==> src/rtl/rowcol_sram_pkg.sv <==
// Package: shared geometry constants for the row-column single-bit RAM.
// Assumes a square-or-rectangular array whose sides are powers of two.
package rowcol_sram_pkg;
    localparam int ROW_BITS_DEF = 5;
    localparam int COL_BITS_DEF = 5;
endpackage

==> src/rtl/rowcol_sram_decoder.sv <==
// Module: binary-to-one-hot decoder with an enable.
// Assumes N equals 2**W; output is all zero while en is low.
module rowcol_sram_decoder #(
    parameter int W = 5,
    localparam int N = 1 << W
) (
    input  logic         en,
    input  logic [W-1:0] idx,
    output logic [N-1:0] sel
);
    for (genvar i = 0; i < N; i++) begin : g_line
        // One select line per decoded value.
        assign sel[i] = en && (idx == W'(i));
    end
endmodule

==> src/rtl/rowcol_sram_sweep.sv <==
// Module: post-reset clearing sequencer; walks every cell address once.
// Assumes the array consumes one cell per cycle while busy is high.
module rowcol_sram_sweep #(
    parameter int AW = 10
) (
    input  logic          clk,
    input  logic          rst_n,
    output logic          busy,
    output logic [AW-1:0] sweep_addr
);
    localparam logic [AW-1:0] LAST = {AW{1'b1}};

    // Step the address through the whole array, then drop busy.
    always_ff @(posedge clk) begin
        if (!rst_n) begin
            busy       <= 1'b1;
            sweep_addr <= '0;
        end else if (busy) begin
            sweep_addr <= sweep_addr + 1'b1;
            if (sweep_addr == LAST) busy <= 1'b0;
        end
    end
endmodule

==> src/rtl/rowcol_sram_array.sv <==
// Module: cell storage addressed by crossing one-hot row and column lines.
// Assumes at most one row line and one column line are high; no reset on cells.
module rowcol_sram_array #(
    parameter int ROWS = 32,
    parameter int COLS = 32
) (
    input  logic            clk,
    input  logic [ROWS-1:0] row_sel,
    input  logic [COLS-1:0] col_sel,
    input  logic            wr_en,
    input  logic            wr_bit,
    output logic            rd_bit
);
    logic [COLS-1:0] row_gated [ROWS];
    logic [COLS-1:0] picked_row;

    for (genvar r = 0; r < ROWS; r++) begin : g_row
        logic [COLS-1:0] cells_q;
        // Update only the selected column bit of the selected row.
        always_ff @(posedge clk) begin
            if (wr_en && row_sel[r])
                cells_q <= (cells_q & ~col_sel) | (col_sel & {COLS{wr_bit}});
        end
        assign row_gated[r] = row_sel[r] ? cells_q : '0;
    end

    // OR the gated rows together into the one active row.
    always_comb begin
        picked_row = '0;
        for (int r = 0; r < ROWS; r++) picked_row = picked_row | row_gated[r];
    end

    assign rd_bit = |(picked_row & col_sel);
endmodule

==> src/rtl/rowcol_sram.sv <==
// Module: 1024x1 synchronous static RAM with row/column decode and clear sweep.
// Assumes synchronous active-low reset; accesses are ignored while busy.
module rowcol_sram
    import rowcol_sram_pkg::*;
#(
    parameter int ROW_BITS = ROW_BITS_DEF,
    parameter int COL_BITS = COL_BITS_DEF,
    localparam int AW   = ROW_BITS + COL_BITS,
    localparam int ROWS = 1 << ROW_BITS,
    localparam int COLS = 1 << COL_BITS
) (
    input  logic            clk,
    input  logic            rst_n,
    input  logic            cs_n,
    input  logic            wr_n,
    input  logic [AW-1:0]   addr,
    input  logic            din,
    output logic            dout,
    output logic            dout_vld,
    output logic            busy,
    output logic [ROWS-1:0] row_sel,
    output logic [COLS-1:0] col_sel
);
    logic [AW-1:0] sweep_addr;
    logic [AW-1:0] eff_addr;
    logic          dec_en;
    logic          arr_we;
    logic          arr_wbit;
    logic          arr_rbit;

    rowcol_sram_sweep #(.AW(AW)) sweep_i (
        .clk(clk), .rst_n(rst_n), .busy(busy), .sweep_addr(sweep_addr)
    );

    // Route the sweep or the client onto the decoders and write port.
    always_comb begin
        eff_addr = busy ? sweep_addr : addr;
        dec_en   = busy || !cs_n;
        arr_we   = busy || (!cs_n && !wr_n);
        arr_wbit = busy ? 1'b0 : din;
    end

    rowcol_sram_decoder #(.W(ROW_BITS)) row_dec_i (
        .en(dec_en), .idx(eff_addr[ROW_BITS-1:0]), .sel(row_sel)
    );

    rowcol_sram_decoder #(.W(COL_BITS)) col_dec_i (
        .en(dec_en), .idx(eff_addr[AW-1:ROW_BITS]), .sel(col_sel)
    );

    rowcol_sram_array #(.ROWS(ROWS), .COLS(COLS)) array_i (
        .clk(clk), .row_sel(row_sel), .col_sel(col_sel),
        .wr_en(arr_we), .wr_bit(arr_wbit), .rd_bit(arr_rbit)
    );

    // Register the access result: echo on write, cell on read, low otherwise.
    always_ff @(posedge clk) begin
        if (!rst_n) begin
            dout     <= 1'b0;
            dout_vld <= 1'b0;
        end else if (busy || cs_n) begin
            dout     <= 1'b0;
            dout_vld <= 1'b0;
        end else begin
            dout     <= wr_n ? arr_rbit : din;
            dout_vld <= 1'b1;
        end
    end
endmodule

==> config.mk <==
export PLATFORM = sky130hd
export DESIGN_NAME = rowcol_sram
export DESIGN_NICKNAME = d
export VERILOG_FILES = /design/src/rtl/rowcol_sram_pkg.sv /design/src/rtl/rowcol_sram_decoder.sv /design/src/rtl/rowcol_sram_sweep.sv /design/src/rtl/rowcol_sram_array.sv /design/src/rtl/rowcol_sram.sv
export SDC_FILE = /design/constraint.sdc
export NUM_CORES = 2
export LEC_CHECK = 0
export BUFFER_PORTS_ARGS = -buffer_cell sky130_fd_sc_hd__buf_2
export CORE_MARGIN = 5
export CORE_UTILIZATION = 45
export DETAILED_ROUTE_END_ITERATION = 16
export SYNTH_ARGS = -nofsm -noshare
export SYNTH_HDL_FRONTEND = slang
export SYNTH_HIERARCHICAL = 1
export SYNTH_SLANG_ARGS = --single-unit
==> constraint.sdc <==
create_clock -name clk -period 117.7 [get_ports clk]
set_input_delay 23.54 -clock clk [delete_from_list [all_inputs] [get_ports clk]]
set_output_delay 23.54 -clock clk [all_outputs]
set_load 0.02 [all_outputs]
==> results.md <==
- Status: finished clean
- Avg WL per Cell: 27.8 um
- Initial Util: between 40% and 50%
- MaxCap Viol Count: 0
- Final Hold Fails: 0
- Critical path arrival: 26.05 ns
- Pin count of the biggest net entering global routing: 315
- H-tree levels: 3
- Worst Path Buf+Inv: 2
- Slowest stage cell, crit path: nor2_2
- CTS root buffer: clkbuf_16
- Minimum clock period: 49.59 ns
- Peak supply drop: 0.0130 mV
- Layout area overhead: 10.1%
- Clock Skew: about 0.027 ns
- Mean Syn Cell Area: ~14 um2
- Max Clock Freq: just over 0.02 GHz
- Area of the multi-input gates: ~13,000 um2
- Initial DRC Count: 3,479
- DRC violations left: 0
- Post-synth EDFFs: 1,024
- Crit-path cells: buf_2 > nand2b_1 > or4b_4 > nor2_2 > buf_2
- Drt first pass iters: 5
- GRT Total Usage: 22.7%
- Critical path endpoint category: output pin
- Syn nets: 3,281
- Drt via density: 6.46
- ANT nets after route: 0
- First-pass GRT wire length: 186,000 um
- Min-Delay Path Class: flop to flop
- RSZ-0062 raised after global routing: no
- Setup TNS Final: 0 ns
- Final Cycle Share: 42.1%
- Post-synthesis register bit count: 1,037
- Share of layout cells above drive strength 1: about 13%
- Met3 Routed Length: roughly 8300 um
- Synth warn: 6
- Post-CTS Setup Bufs: 0
- Vias in the first global route: 28,600
- Skew-Pair Late Insertion Delay: 0.69 ns
- Startpoint Class: input port
- WL met2: around 60,000 um
- Top-area cell type share of the netlist area: 67.7%
- Register Area: 31,000 um2
- Critical path type: input port to output pin
- CP max stage delay: 0.90 ns
- Max-slew violation count: 0
- Max-slew headroom: 10.2%
- Total gr overflow: 0
- Cts bufs inserted: approximately 110
- Most used DFF post-synth: edfxtp_1
- Cell Area, Synth: 45,400 um2
- CP max FO: 34
- Wl on met1: 52,300 um
- Most instantiated cells after synthesis: and3_1, edfxtp_1, clkbuf_1
- Req. time, crit path: 94.16 ns
- Register area share after synthesis: about two thirds
- Core Util, Final: 49.9%
- Syn Inst Count: approximately 3,300
- Yosys cell types: 39
- Final nets: roughly 3,100
- Delay-heaviest family, CP: simple AND/OR/NAND/NOR gates
- Routed WL: 125,000 um
- Highest Signal Layer: met4
- P per Cell Area: 15.0 nW/um2
- Setup violators final: 0
- DP HPWL: 65,600 um
- Clock sinks: 1,037
- Row count: ~120
- Post_cts resized: 0
- Initial antenna violation count: 2
- Core area: 100,000 um2
- Clock Tree Buf Depth: 3
- Tightest Pin Transition: 1.35 ns
- I/O Pins: around 80
- Ranking of synthesized cells by area: edfxtp_1, and3_1, a221oi_1
- Post-synth ARST share: 0%
- Cell accounting for the most synthesized area: edfxtp_1
- Final hold slack: 0.507 ns
- CTS hold repair buffers: 0
- Vias post-DR: 29,100
- PortBufs: 81
- Gpl congestion: 0.815
- Fill count: 8,544
- P_leak: 20.1 nW
- Most common cell on crit path: buf_2
- Die ar.: 107,000 um2
- Clock slew at reported path FFs: 0.06 ns
- Die Span Y: 328 um
- TritonCTS clock tree: built
- DIE WIDTH: 328 um
worst register-to-register path, cell delays in order, from the launching register on:
cell and delay, ns:
dfxtp_1 0.99, mux2_2 0.47, nand2_1 0.72, nor2_4 0.34, buf_4 0.45, a22o_1 0.34, a221oi_1 0.30, nand4_1 0.20
o21ai_1 0.62, nand4_1 0.33, nor4_1 0.56, nand2_1 0.33, mux2i_1 0.23, nor2b_1 0.06
cell usage in the layout (no fill, tap or decap), types with 6 or more instances in the layout:
master / count
dfxtp_1: 13
o21ai_1: 10
mux2_2: 10
nor2_1: 12
nand4b_1: 6
a22o_1: 256
nand4_1: 75
bufinv_16: 12
and3_1: 1024
clkinv_1: 19
clkbuf_1: 30
nand4bb_1: 6
nor2_2: 24
o21ai_0: 25
clkinv_2: 21
nand2_1: 7
edfxtp_1: 1024
clkbuf_16: 108
buf_2: 81
buf_4: 99
nor2_4: 33
a221oi_1: 256
worst paths after layout:
path	from	end	slack, ns	cells past startpoint
setup reg to reg	sweep_i/busy$_SDFF_PN1_	dout$_SDFF_PP0_	111.65	13
hold reg to reg	sweep_i/sweep_addr[8]$_SDFFE_PN0P_	sweep_i/sweep_addr[8]$_SDFFE_PN0P_	0.51	2
hold / removal	sweep_i/sweep_addr[8]$_SDFFE_PN0P_	sweep_i/sweep_addr[8]$_SDFFE_PN0P_	0.51	2
setup / recovery	cs_n	col_sel[0]	68.11	5
layer usage:
metal	up-vias	global-route usage, %
met5	-	0
met4	0	7.76
met3	218	2.83
met2	1087	37.8
met1	15000	31.0
li1	12800	-
per-stage QoR:
step           cells  power, mW  cell area [um2]  setup slack, ns
6_report        4503      0.751            50000            68.11
5_1_grt         4502      0.771            50000            67.99
4_1_cts         4502      0.755            50000            67.92
3_5_place_dp    4305      0.423            46600            67.95
3_3_place_gp    4305      0.423            46600            68.04
2_1_floorplan   3265      0.416            45400            64.61
power by group:
part | leakage, nW | switching, mW | internal (mW)
Clock | 1.68 | 0.142 | 0.195
Combinational | 8.83 | 0.0104 | 0.00480
Sequential | 9.59 | 0.000194 | 0.400
area by class of cell:
cell class	count	share of cell area (%)
Multi-Input combinational cell	1784	25.4
Clock inverter	59	1.24
Inverter	2	0.0150
Tap cell	1298	3.25
Clock buffer	138	5.63
Antenna cell	1	0.00501
Timing Repair Buffer	184	2.46
Sequential cell	1037	62.0
kinds of logic after synthesis:
group	share of synthesized area, %
simple gates	16.4
flops	68.3
compound gates	10.4
buf+inv	4.50
mux	0.292
xor+xnor	0.0772
fa+ha+maj	0.0275
No activity file was read; power rests on OpenSTA's default activity.
